### src/rtl/idiv_pkg.sv
package idiv_pkg;

  typedef enum logic [1:0] {
    ST_IDLE = 2'd0,
    ST_ZERO = 2'd1,
    ST_ITER = 2'd2,
    ST_DONE = 2'd3
  } idiv_state_e;

endpackage

### src/rtl/idiv_rst_sync.sv
module idiv_rst_sync (
  input  logic clk,
  input  logic rst_n,
  output logic rst_sync_n
);

  logic [1:0] sync_q;

  always_ff @(posedge clk or negedge rst_n) begin
    if (!rst_n) begin
      sync_q <= 2'b00;
    end else begin
      sync_q <= {sync_q[0], 1'b1};
    end
  end

  assign rst_sync_n = sync_q[1];

endmodule

### src/rtl/idiv_negate.sv
// Conditional two's-complement negation, used for operand magnitudes
// on load and for the sign restore of quotient and remainder.
module idiv_negate #(
  parameter int W = 32
) (
  input  logic [W-1:0] val_i,
  input  logic         neg_i,
  output logic [W-1:0] val_o
);

  always_comb begin
    if (neg_i) begin
      val_o = ~val_i + {{(W-1){1'b0}}, 1'b1};
    end else begin
      val_o = val_i;
    end
  end

endmodule

### src/rtl/idiv_step.sv
// One restoring step: shift the next dividend bit into the partial
// remainder, subtract the divisor on trial, keep the difference if
// it is non-negative and record the quotient bit.
module idiv_step #(
  parameter int W = 32
) (
  input  logic [W-1:0] rem_i,
  input  logic [W-1:0] quo_i,
  input  logic [W-1:0] dvs_i,
  output logic [W-1:0] rem_o,
  output logic [W-1:0] quo_o
);

  logic [W:0] shifted;
  logic [W:0] diff;
  logic       fits;

  always_comb begin
    shifted = {rem_i, quo_i[W-1]};
    diff    = shifted - {1'b0, dvs_i};
    fits    = ~diff[W];
    if (fits) begin
      rem_o = diff[W-1:0];
    end else begin
      rem_o = shifted[W-1:0];
    end
    quo_o = {quo_i[W-2:0], fits};
  end

endmodule

### src/rtl/idiv_ctrl.sv
module idiv_ctrl
  import idiv_pkg::*;
#(
  parameter int W = 32
) (
  input  logic        clk,
  input  logic        rst_n,
  input  logic        start_i,
  input  logic        annul_i,
  input  logic        dvs_zero_i,
  output idiv_state_e state_o,
  output logic        load_en_o,
  output logic        step_en_o,
  output logic        fin_en_o,
  output logic        zero_en_o,
  output logic        stall_o
);

  localparam int LAT = W + 4;
  localparam int CW  = $clog2(LAT + 1);
  localparam logic [CW-1:0] FIN_AT   = CW'(LAT - 2);
  localparam logic [CW-1:0] STEP_END = CW'(W);

  idiv_state_e state_q, state_d;
  logic [CW-1:0] cnt_q;
  logic          cnt_clr;
  logic          cnt_inc;

  always_comb begin
    state_d   = state_q;
    load_en_o = 1'b0;
    step_en_o = 1'b0;
    fin_en_o  = 1'b0;
    zero_en_o = 1'b0;
    cnt_clr   = 1'b0;
    cnt_inc   = 1'b0;
    case (state_q)
      ST_IDLE: begin
        if (start_i) begin
          if (dvs_zero_i) begin
            state_d = ST_ZERO;
          end else begin
            state_d   = ST_ITER;
            load_en_o = 1'b1;
            cnt_clr   = 1'b1;
          end
        end
      end
      ST_ZERO: begin
        zero_en_o = 1'b1;
        state_d   = ST_DONE;
      end
      ST_ITER: begin
        if (annul_i) begin
          state_d = ST_IDLE;
        end else if (cnt_q == FIN_AT) begin
          fin_en_o = 1'b1;
          state_d  = ST_DONE;
        end else begin
          cnt_inc   = 1'b1;
          step_en_o = (cnt_q < STEP_END);
        end
      end
      ST_DONE: begin
        if (!start_i) begin
          state_d = ST_IDLE;
        end
      end
      default: state_d = ST_IDLE;
    endcase
  end

  always_ff @(posedge clk or negedge rst_n) begin
    if (!rst_n) begin
      state_q <= ST_IDLE;
    end else begin
      state_q <= state_d;
    end
  end

  always_ff @(posedge clk or negedge rst_n) begin
    if (!rst_n) begin
      cnt_q <= '0;
    end else if (cnt_clr) begin
      cnt_q <= '0;
    end else if (cnt_inc) begin
      cnt_q <= cnt_q + 1'b1;
    end
  end

  assign state_o = state_q;
  assign stall_o = ((state_q == ST_IDLE) && start_i) ||
                   (state_q == ST_ITER) || (state_q == ST_ZERO);

endmodule

### src/rtl/idiv_core.sv
module idiv_core
  import idiv_pkg::*;
#(
  parameter int W = 32
) (
  input  logic         clk,
  input  logic         rst_n,
  input  logic         start_i,
  input  logic         signed_i,
  input  logic         annul_i,
  input  logic [W-1:0] dividend_i,
  input  logic [W-1:0] divisor_i,
  output logic [2*W-1:0] result_o,
  output logic         ready_o,
  output logic         stall_o
);

  localparam int RW = 2 * W;

  logic        rst_int_n;
  idiv_state_e state;
  logic        load_en, step_en, fin_en, zero_en;
  logic        dvs_zero;

  logic [W-1:0] rem_q, quo_q, dvs_q;
  logic         negq_q, negr_q;
  logic [RW-1:0] res_q;

  logic [W-1:0] a_mag, b_mag;
  logic [W-1:0] rem_nx, quo_nx;
  logic [W-1:0] quo_fix, rem_fix;
  logic         a_neg, b_neg;

  idiv_rst_sync u_rst (
    .clk        (clk),
    .rst_n      (rst_n),
    .rst_sync_n (rst_int_n)
  );

  assign dvs_zero = (divisor_i == '0);
  assign a_neg    = signed_i & dividend_i[W-1];
  assign b_neg    = signed_i & divisor_i[W-1];

  idiv_ctrl #(.W(W)) u_ctrl (
    .clk        (clk),
    .rst_n      (rst_int_n),
    .start_i    (start_i),
    .annul_i    (annul_i),
    .dvs_zero_i (dvs_zero),
    .state_o    (state),
    .load_en_o  (load_en),
    .step_en_o  (step_en),
    .fin_en_o   (fin_en),
    .zero_en_o  (zero_en),
    .stall_o    (stall_o)
  );

  // Operand magnitudes on load; quotient and remainder sign restore.
  logic [W-1:0] neg_in  [4];
  logic         neg_sel [4];
  logic [W-1:0] neg_out [4];

  assign neg_in[0]  = dividend_i;
  assign neg_sel[0] = a_neg;
  assign neg_in[1]  = divisor_i;
  assign neg_sel[1] = b_neg;
  assign neg_in[2]  = quo_q;
  assign neg_sel[2] = negq_q;
  assign neg_in[3]  = rem_q;
  assign neg_sel[3] = negr_q;

  for (genvar gi = 0; gi < 4; gi++) begin : g_neg
    idiv_negate #(.W(W)) u_neg (
      .val_i (neg_in[gi]),
      .neg_i (neg_sel[gi]),
      .val_o (neg_out[gi])
    );
  end

  assign a_mag   = neg_out[0];
  assign b_mag   = neg_out[1];
  assign quo_fix = neg_out[2];
  assign rem_fix = neg_out[3];

  idiv_step #(.W(W)) u_step (
    .rem_i (rem_q),
    .quo_i (quo_q),
    .dvs_i (dvs_q),
    .rem_o (rem_nx),
    .quo_o (quo_nx)
  );

  always_ff @(posedge clk or negedge rst_int_n) begin
    if (!rst_int_n) begin
      rem_q  <= '0;
      quo_q  <= '0;
      dvs_q  <= '0;
      negq_q <= 1'b0;
      negr_q <= 1'b0;
    end else if (load_en) begin
      rem_q  <= '0;
      quo_q  <= a_mag;
      dvs_q  <= b_mag;
      negq_q <= a_neg ^ b_neg;
      negr_q <= a_neg;
    end else if (step_en) begin
      rem_q <= rem_nx;
      quo_q <= quo_nx;
    end
  end

  always_ff @(posedge clk or negedge rst_int_n) begin
    if (!rst_int_n) begin
      res_q <= '0;
    end else if (zero_en) begin
      res_q <= '0;
    end else if (fin_en) begin
      res_q <= {rem_fix, quo_fix};
    end
  end

  assign ready_o  = (state == ST_DONE);
  assign result_o = ready_o ? res_q : '0;

endmodule

### config.mk
export PLATFORM = sky130hd
export DESIGN_NAME = idiv_core
export DESIGN_NICKNAME = d
export VERILOG_FILES = /design/src/rtl/idiv_pkg.sv /design/src/rtl/idiv_rst_sync.sv /design/src/rtl/idiv_negate.sv /design/src/rtl/idiv_step.sv /design/src/rtl/idiv_ctrl.sv /design/src/rtl/idiv_core.sv
export SDC_FILE = /design/constraint.sdc
export NUM_CORES = 1
export LEC_CHECK = 0
export BUFFER_PORTS_ARGS = -buffer_cell sky130_fd_sc_hd__buf_4
export CORE_MARGIN = 3
export CORE_UTILIZATION = 55
export CTS_CLUSTER_DIAMETER = 40
export DETAILED_ROUTE_END_ITERATION = 7
export GPL_TIMING_DRIVEN = 0
export PLACE_DENSITY_LB_ADDON = 0.15
export SYNTH_ARGS = -nofsm -noshare
export SYNTH_HDL_FRONTEND = slang
export SYNTH_SLANG_ARGS = --single-unit
### constraint.sdc
create_clock -name clk -period 14.9 [get_ports clk]
set_input_delay 0 -clock clk [delete_from_list [all_inputs] [get_ports clk]]
set_output_delay 0 -clock clk [all_outputs]
set_load 0.005 [all_outputs]
==> metrics.cfg, run 1 <==
[floorplan]
initial_core_util_pct = 56.37
boundaryPins = 135
core-area_mm2 = 0.02036
dieArea_mm2 = 0.02264
die_h_um = 150.5
rows = 52
die_width_um = 150.5

[detailed_routing]
route.met3.wl_mm = 2.318
ant_nets = 0
vias = 10950
drt-met1-wl_mm = 15.67
top_layer_used = met4
totalWireLength_mm = 32.94
drtIter0Drc = 851
wl_per_cell_um = 17.91
viasPerCell = 5.953
first_pass_iters = 7
route.met2.wl_mm = 14.49
drc = 0

[sta]
tns_ns = 0
fin_skew_ns = 0.01047
grt_setup_unrepaired = no
layout_min_cycle_time_ns = 4.276
drv_slew = 0
max_freq_mhz = 233.8
setup_viol = 0
worst_pin_slew_ns = 0.9685
period_share_pct = 28.70
max_slew_margin_pct = 34.90
setup_ws_ns = 10.62
hold_viol = 0

[critical_path]
crit_buf_inv = 3
critPathSlowestCell = dfrtp_1
cp.depth = 14
crit_top_cell = a31oi_1
cp-start-kind = register
worstSetupEndpointType = register
cp.arrival_ns = 4.62
crit_fanout = 10
critical_path.max_stage_delay_ns = 0.45
crit_type = reg -> reg
worstRegToRegCells = 14
crit_chain = inv_1 -> ha_1 -> fa_1 -> nand2b_1 -> a21oi_1 -> o21ai_0 -> a31oi_1 -> a21bo_2 -> a31oi_1 -> xor2_1 -> buf_2 -> buf_1 -> nand2_1 -> o221ai_1
critical-path-top-delay-family = compound AO/OA/AOI/OAI gates
crit_required_ns = 15.24

[synth]
ys_ff_latch = 172
syn_area_per_cell_um2 = 8.598
netlist_instances = 1335
synthDistinctLibCells = 62
synthFlopType = dfrtp_1
netlist_area_mm2 = 0.01148
ys_top_cells_by_area = dfrtp_1, xor2_1, o21ai_0
synth_nets = 1443
synth.largest_area_cell = dfrtp_1
ys_async_sr_fraction_pct = 100.0
yosys-top-cells-count = dfrtp_1, o21ai_0, nand2_1
yosysWarnings = 0
synth_most_common_cell = dfrtp_1
yosysTopAreaCellShare_pct = 37.50
synth-edff-count = 0
ys_seq_area_share_pct = 37.50

[finish]
drive_gt1_share_pct = 12.94
syn2layout_area_growth_pct = 23.51
diodes = 0
nets = 1666
fin_cells = 1839
final_util_pct = 69.62

[cts]
ctsLongestPathBuffers = 2
cts_tree = built
path_clk_slew_ns = 0.06
cts_buffers = 17
cts_setup_buffers = 0
cts_root_buffer = clkbuf_16
htree_num_levels = 4
insertion_delay_ns = 0.44
clock_sinks = 172

[run]
cap_violations = 0

[placement]
dp.cells = 1741
gp_congestion = 0.9126
place_ws_ns = 10.74
numPortBuffers = 134
dpl.hpwl_mm = 24.84

[worst_hold_path]
min_path_type = in -> reg
min_path_cells = 4

[global_route]
grt_max_degree = 69
overflow = 0
grt_pass1_vias = 10340
grt.total_usage_pct = 29.48
antenna_found_initial = 0
grt_pass1_wl_mm = 53.07

[outcome]
status = complete, no violations

[power_and_ir_drop]
power_per_cell_area_mw_per_mm2 = 114.7
p_leak_uw = 0.006604
peakVddDrop_mv = 0.08002

==> routing by layer <==
layer / vias up / track usage [%]
met5: - / 0
met4: 0 / 7.319
met3: 41 / 4.305
met2: 413 / 44.92
met1: 5197 / 44.31
li1: 5297 / -
==> where the power goes <==
| part | internal, µW | switching (µW) |
|---|---|---|
| Sequential | 522 | 76.9 |
| Combinational | 234 | 325 |
| Clock | 280 | 187 |
==> kinds of logic after synthesis <==
kind of cell               count (synthesis)  share of synthesized area, %
muxes                                      2                        0.1744
DFF                                      172                         37.50
other                                      1                       0.03267
buffers and inverters                    139                         4.742
AOI/OAI and AO/OA                        364                         20.73
and+or+nand+nor                          465                         20.83
adders and majority gates                 39                         4.317
xor gates and xnor gates                 153                         11.67
==> tightest hold or removal path: cells and delay by family <==
| family | cells | cell delay [ns] |
|---|---|---|
| and+or+nand+nor | 1 | 0.13 |
| AOI/OAI and AO/OA | 1 | 0.12 |
| buffers and inverters | 1 | 0.10 |
| xor gates and xnor gates | 1 | 0.07 |
==> sequential cells by signal (all words and copies together), names as in the netlist <==
| name | count |
|---|---|
| negr_q | 1 |
| u_ctrl.state_o | 2 |
| rem_q | 32 |
| u_ctrl.cnt_q | 6 |
| quo_q | 32 |
| dvs_q | 32 |
| u_rst.sync_q | 2 |
| res_q | 64 |
| negq_q | 1 |
==> area by class of cell <==
type	count	area, µm²
flip-flops and latches	172	4308
well taps	270	337.8
clock inverters	13	190.2
inverters	55	206.4
multi-input cells	1024	6630
clock buffers	17	425.4
plain buffers	84	337.8
fillers	1638	6187
repair buffers	204	1742
==> metrics by stage <==
step           hold slack, ns  power, µW  cell area [µm²]
2_1_floorplan         -0.2956      977.6            11480
3_3_place_gp          -0.2172       1122            12820
3_5_place_dp          -0.2160       1137            12880
4_1_cts              0.004163       1616            14180
5_1_grt               0.01682       1717            14180
6_report              0.02001       1626            14180
==> layout by cell type (no fill, tap or decap), drive strengths merged, types with 30 or more instances in the layout <==
cell	count
dfrtp	172
buf	160
o21ai	151
nand2	107
xor2	100
nand3	78
nor2	78
clkbuf	77
and3	74
dlygate4sd3	68
inv	59
a21oi	55
xnor2	53
a221o	49
ha	38
nor3	38
o31ai	30
==> what timing repair did <==
item,CTS,global route
hold buffers,68,0
endpoints found under the setup margin,0,0
resized for setup,0,0
endpoints found under the hold margin,64,0
==> final timing paths <==
path	start	endpoint	slack (ns)
max	quo_q[31]	rem_q[21]	10.62
min	dividend_i[15]	quo_q[15]	0.02
max reg2reg	quo_q[31]	rem_q[21]	10.62
min reg2reg	u_rst.sync_q[1]	quo_q[10]	0.33
max in group asynchronous	u_rst.sync_q[1]	res_q[51]	13.49
min in group asynchronous	u_rst.sync_q[1]	quo_q[10]	0.33
Note: power is estimated with default switching activity, not from simulation.
==> inputs of run 2 (changes only) <==
--- a/config.mk
+++ b/config.mk
@@ -5,6 +5,7 @@
 export SDC_FILE = /design/constraint.sdc
 export NUM_CORES = 1
 export LEC_CHECK = 0
+export ABC_AREA = 1
 export BUFFER_PORTS_ARGS = -buffer_cell sky130_fd_sc_hd__buf_4
 export CORE_MARGIN = 3
 export CORE_UTILIZATION = 55
==> constraint.sdc (replaced) <==
create_clock -name clk -period 4.1 [get_ports clk]
set_input_delay 0 -clock clk [delete_from_list [all_inputs] [get_ports clk]]
set_output_delay 0 -clock clk [all_outputs]
set_load 0.005 [all_outputs]
==> metrics.cfg, run 2 <==
[finish]
nets = 2495
drive_gt1_share_pct = 11.71
fin_area_mm2 = 0.01654
layout_commonest_cell = nand2_1
diodes = 0
largest_register_ff_count = 64
largest_register = res_q
syn2layout_area_growth_pct = 19.32
layout_common_cells = nand2_1, inv_1, nor2_1

[critical_path]
cp-start-kind = register
crit_fanout = 10
crit_required_ns = 4.43
worstSetupEndpointType = register
worstRegToRegCells = 18
crit_top_cell = nand2_4
crit_chain = inv_1 -> ha_1 -> fa_1 -> inv_1 -> nand2_1 -> nand2_1 -> nand3_1 -> nand2_2 -> nand2_2 -> nand2_4 -> nand2_8 -> nand2_4 -> nand2_4 -> nand2_4 -> buf_12 -> nand2_2 -> nand3_2 -> nand2_1
cp.arrival_ns = 2.92
critical_path.max_stage_delay_ns = 0.40
critPathSlowestCell = fa_1
crit_type = reg -> reg

[detailed_routing]
drc = 0
vias = 14900
wl_per_cell_um = 16.89
drtIter0Drc = 1564
totalWireLength_mm = 46.00
viasPerCell = 5.469
ant_nets = 0
first_pass_iters = 5

[power_and_ir_drop]
peakVddDrop_mv = 0.5151
p_leak_uw = 0.008675
power_per_cell_area_mw_per_mm2 = 807.1

[synth]
netlist_area_mm2 = 0.01387
ys_ff_latch = 172
synth_nets = 2280
synth.largest_area_cell = dfrtp_1
synth-edff-count = 0
ys_seq_area_share_pct = 31.04
yosysWarnings = 0
synth_most_common_cell = nand2_1
syn_area_per_cell_um2 = 6.384
yosysTopAreaCellShare_pct = 31.04
yosys-top-cells-count = nand2_1, inv_1, nor2_1
synthFlopType = dfrtp_1
netlist_instances = 2172
ys_async_sr_fraction_pct = 100.0
synthDistinctLibCells = 54
ys_top_cells_by_area = dfrtp_1, nand2_1, inv_1

[sta]
setup_viol = 0
worst_pin_slew_ns = 0.8517
hold_viol = 0
layout_min_cycle_time_ns = 2.594
tns_ns = 0
fin_skew_ns = 0.01511
grt_setup_unrepaired = no
max_freq_mhz = 385.6
max_slew_margin_pct = 43.22
timing.hold.ws_ns = 0.02074
period_share_pct = 63.26
drv_slew = 0

[floorplan]
boundaryPins = 135
rows = 57
core-area_mm2 = 0.02453
initial_core_util_pct = 56.52
die_h_um = 164.8
dieArea_mm2 = 0.02715
die_width_um = 164.8

[global_route]
grt_pass1_vias = 13740
overflow = 0
grt_max_degree = 74
antenna_found_initial = 0
grt_pass1_wl_mm = 72.59
grt.total_usage_pct = 34.40

[cts]
cts_buffers = 17
cts_tree = built
cts-resized-gates = 0
cts_setup_buffers = 0
clock_sinks = 172
htree_num_levels = 4
postCtsHoldBufs = 60
ctsLongestPathBuffers = 2
cts_root_buffer = clkbuf_16
insertion_delay_ns = 0.44
path_clk_slew_ns = 0.07

[outcome]
status = complete, no violations

[worst_hold_path]
min_path_type = in -> reg
min_path_cells = 5

[placement]
numPortBuffers = 134
dpl.hpwl_mm = 36.70
place_area_mm2 = 0.01533
gp_congestion = 0.9322

[run]
cap_violations = 0

==> run 2: cell count changes after synthesis, moves of 29 or more <==
cell,previous run,this run
nand2_1,107,617
inv_1,55,353
nor2_1,77,246
nand3_1,78,227
and3_1,74,3
xor2_1,100,43
a221o_1,48,0
xnor2_1,53,11
clkbuf_1,60,22
nand2_2,0,34
o21ai_0,134,103
o31ai_1,30,1
==> run 2: worst max-delay path: cells and delay by family (launching register included) <==
| family | cells | cell delay, ns |
|---|---|---|
| adders and majority gates | 2 | 0.66 |
| buffers and inverters | 3 | 0.43 |
| DFF | 1 | 0.34 |
| and+or+nand+nor | 13 | 1.06 |
==> run 2: metrics by stage <==
stage	power (µW)	setup WS, ns	cells	util (%)
floorplan	9012	1.257	2172	-
detailed placement	11350	1.516	2632	62.48
CTS	13150	1.505	2724	67.44
global route	14510	1.286	2724	67.44
finish	13350	1.506	2724	67.44
global placement	11180	0.2377	2630	62.28
==> run 2: power by group <==
group | internal [µW] | leakage, µW | switching [µW] | total, µW
clock network | 892 | 0.000298 | 816 | 1710
registers | 2370 | 0.00220 | 711 | 3080
logic | 2920 | 0.00618 | 5640 | 8560
total | 6190 | 0.00868 | 7170 | 13400
==> run 2: layout make-up <==
cell class	count	area [µm²]
timing repair buffer	196	1654
sequential	172	4308
inverter	362	1361
tap	324	405.4
multi-input combinational	1574	7851
fill	2272	7989
clock inverter	14	176.4
buffer	64	349.1
clock buffer	18	439.2
==> run 2: path summary, 6_finish.rpt <==
check / from / endpoint / slack (ns)
setup / recovery: quo_q[31] / rem_q[29] / 1.51
hold / removal: divisor_i[30] / dvs_q[30] / 0.02
setup reg to reg: quo_q[31] / rem_q[29] / 1.51
hold reg to reg: u_rst.sync_q[0] / u_rst.sync_q[1] / 0.36
max in group asynchronous: u_rst.sync_q[1] / res_q[51] / 2.83
min in group asynchronous: rst_n / u_rst.sync_q[1] / 0.41
==> run 2: kinds of logic (layout without fill, tap and decap cells) <==
| group | Yosys count | after routing | synth area share, % |
|---|---|---|---|
| flops | 172 | 172 | 31.04 |
| simple gates | 1233 | 1233 | 38.98 |
| other cells | 1 | 1 | 0.02704 |
| buf+inv | 426 | 654 | 12.34 |
| compound gates | 247 | 247 | 10.63 |
| xor+xnor | 54 | 54 | 3.411 |
| fa+ha+maj | 39 | 39 | 3.573 |
==> run 2: layer usage <==
metal	global-route usage [%]	part of all wire, %
met5	0	0
met2	53.07	44
met3	5.568	9.2
met4	8.616	1.9
met1	50.50	45
==> inputs of run 3 (changes only) <==
==> constraint.sdc (replaced) <==
create_clock -name clk -period 2.48 [get_ports clk]
set_input_delay 0 -clock clk [delete_from_list [all_inputs] [get_ports clk]]
set_output_delay 0 -clock clk [all_outputs]
set_load 0.005 [all_outputs]
==> metrics.cfg, run 3 (synthesis gave the netlist of run 2 again) <==
[power_and_ir_drop]
power.switching_uw = 12180
pwr-share-clk_pct = 11.8
combinationalPowerShare_pct = 65.6
sw_frac_of_total_pct = 53.50
power_per_cell_area_mw_per_mm2 = 1361
p_leak_uw = 0.008667
peakVddDrop_mv = 0.6729
power_uw = 22770
internal-power_uw = 10590
seqPwrFrac_pct = 22.6

[critical_path]
crit_top_cell = nand2_8
crit_buf_inv = 3
worstRegToRegCells = 14
crit_required_ns = 2.80
crit_end = rem_q[23]
critical_path.max_stage_delay_ns = 0.46
cp-start-kind = register
critPathSlowestCell = dfrtp_1
crit_type = reg -> reg
r2r_slack_ns = 0.02
crit_fanout = 10
cp.arrival_ns = 2.77
crit_chain = ha_1 -> nand2_1 -> nor2_2 -> nand2_2 -> inv_1 -> a21oi_4 -> buf_4 -> nand2_8 -> nand2_8 -> nand2_8 -> buf_12 -> nand2_2 -> nand3_1 -> nand2_1
reg2reg_from = rem_q[27]
reg2reg_to = rem_q[23]
cp.depth = 14
worstSetupEndpointType = register
critical-path-top-delay-family = simple AND/OR/NAND/NOR gates
cp-startpoint = rem_q[27]

[finish]
largest_register_ff_count = 64
final_util_pct = 68.19
largest_register = res_q
syn2layout_area_growth_pct = 20.65
drive_gt1_share_pct = 13.94
diodes = 0
nets = 2499
layout_commonest_cell = nand2_1
layout_common_cells = nand2_1, inv_1, nor2_1

[floorplan]
core-area_mm2 = 0.02453
dieArea_mm2 = 0.02715
die_width_um = 164.8
die_h_um = 164.8
initial_core_util_pct = 56.52
boundaryPins = 135
rows = 57

[sta]
fin_skew_ns = 0.02143
grt_setup_unrepaired = yes
worst_pin_slew_ns = 0.7140
layout_min_cycle_time_ns = 2.457
period_share_pct = 99.05
max_slew_margin_pct = 52.40
hold_viol = 0
max_freq_mhz = 407.1
drv_slew = 0
timing.hold.ws_ns = 0.009653
setup_viol = 0

[cts]
path_clk_slew_ns = 0.07
clock_sinks = 172
htree_num_levels = 4
cts_tree = built
cts_buffers = 17
insertion_delay_ns = 0.44
ctsLongestPathBuffers = 2
cts_root_buffer = clkbuf_16

[global_route]
grt_pass1_vias = 13680
grt_max_degree = 72
overflow = 0
grt_pass1_wl_mm = 72.36
antenna_found_initial = 0
grt.total_usage_pct = 34.28

[detailed_routing]
totalWireLength_mm = 46.93
viasPerCell = 5.538
wl_per_cell_um = 17.20
vias = 15110
drtIter0Drc = 1537
ant_nets = 0
first_pass_iters = 8
drc = 0

[placement]
dpl.hpwl_mm = 37.06
gp_congestion = 0.9420
numPortBuffers = 134

[run]
cap_violations = 0

[worst_hold_path]
min_path_type = in -> reg

[outcome]
status = complete, no violations

run 3: cell types whose count changed in the layout (fill, tap and decap cells not counted), moves of 5 or more:
cell           before  now
ha_1               38   21
buf_4             141  150
dlygate4sd3_1      60   51
dfrtp_1           171  159
nor2_1            246  241
nor2_2              7   12
ha_2                0   13
dfrtp_2             0   12
run 3: worst register-to-register path, stage by stage, from the launching register on:
cell,delay (ns)
dfrtp_1,0.46
ha_1,0.44
nand2_1,0.15
nor2_2,0.20
nand2_2,0.12
inv_1,0.11
a21oi_4,0.06
buf_4,0.16
nand2_8,0.10
nand2_8,0.08
nand2_8,0.11
buf_12,0.15
nand2_2,0.08
nand3_1,0.07
nand2_1,0.06
run 3: layout make-up:
type / count / area, µm²
plain buffers: 63 / 359.1
clock buffers: 18 / 429.2
clock inverters: 14 / 156.4
fillers: 2210 / 7805
inverters: 362 / 1361
multi-input cells: 1574 / 7990
flip-flops and latches: 172 / 4323
well taps: 324 / 405.4
repair buffers: 201 / 1704
run 3: routing by layer:
layer | up-vias | track usage (%) | routed length [µm]
met3 | 80 | 6.295 | 4792
met5 | - | 0 | 0
li1 | 7337 | - | -
met4 | 0 | 9.684 | 1317
met1 | 6954 | 49.30 | 20440
met2 | 738 | 52.94 | 20380
run 3: power groups by stage:
stage	Clock (µW)	Sequential (µW)	Combinational [µW]
3_3_place_gp	0	5060	13400
2_1_floorplan	0	4630	10300
5_1_grt	2800	5240	16500
3_5_place_dp	0	5080	13700
4_1_cts	2690	5030	14000
6_report	2700	5140	14900
run 3: how the worst min path moves through the flow:
stage | startpoint | endpoint | slack [ns] | cells past startpoint
after floorplan | rst_n | u_rst.sync_q[0] | -0.30 | 0
after global placement | rst_n | u_rst.sync_q[0] | -0.22 | 1
after detailed placement | rst_n | u_rst.sync_q[0] | -0.22 | 1
after CTS | divisor_i[1] | dvs_q[1] | 0.001 | 5
after global routing | signed_i | dvs_q[31] | 0.02 | 4
final | divisor_i[9] | dvs_q[9] | 0.01 | 4
run 3: per-stage QoR:
stage | TNS, ns | worst slack (ns) | cells | instance area [µm²]
floorplan | 0 | 0.2740 | 2172 | 13870
global placement | -0.6508 | -0.06531 | 2630 | 15280
detailed placement | -1.561 | -0.1271 | 2632 | 15340
CTS | 0 | 0.009180 | 2715 | 16440
global route | -0.01793 | -0.009452 | 2728 | 16730
finish | 0 | 0.02345 | 2728 | 16730
run 3: what timing repair did:
item,in CTS,in global routing
endpoints found under the hold margin,56,0
setup endpoints to repair,26,72
buffers inserted,0,12
pin swaps,0,7
hold buffers,51,0
gates cloned,0,2
gates resized for setup,4,48
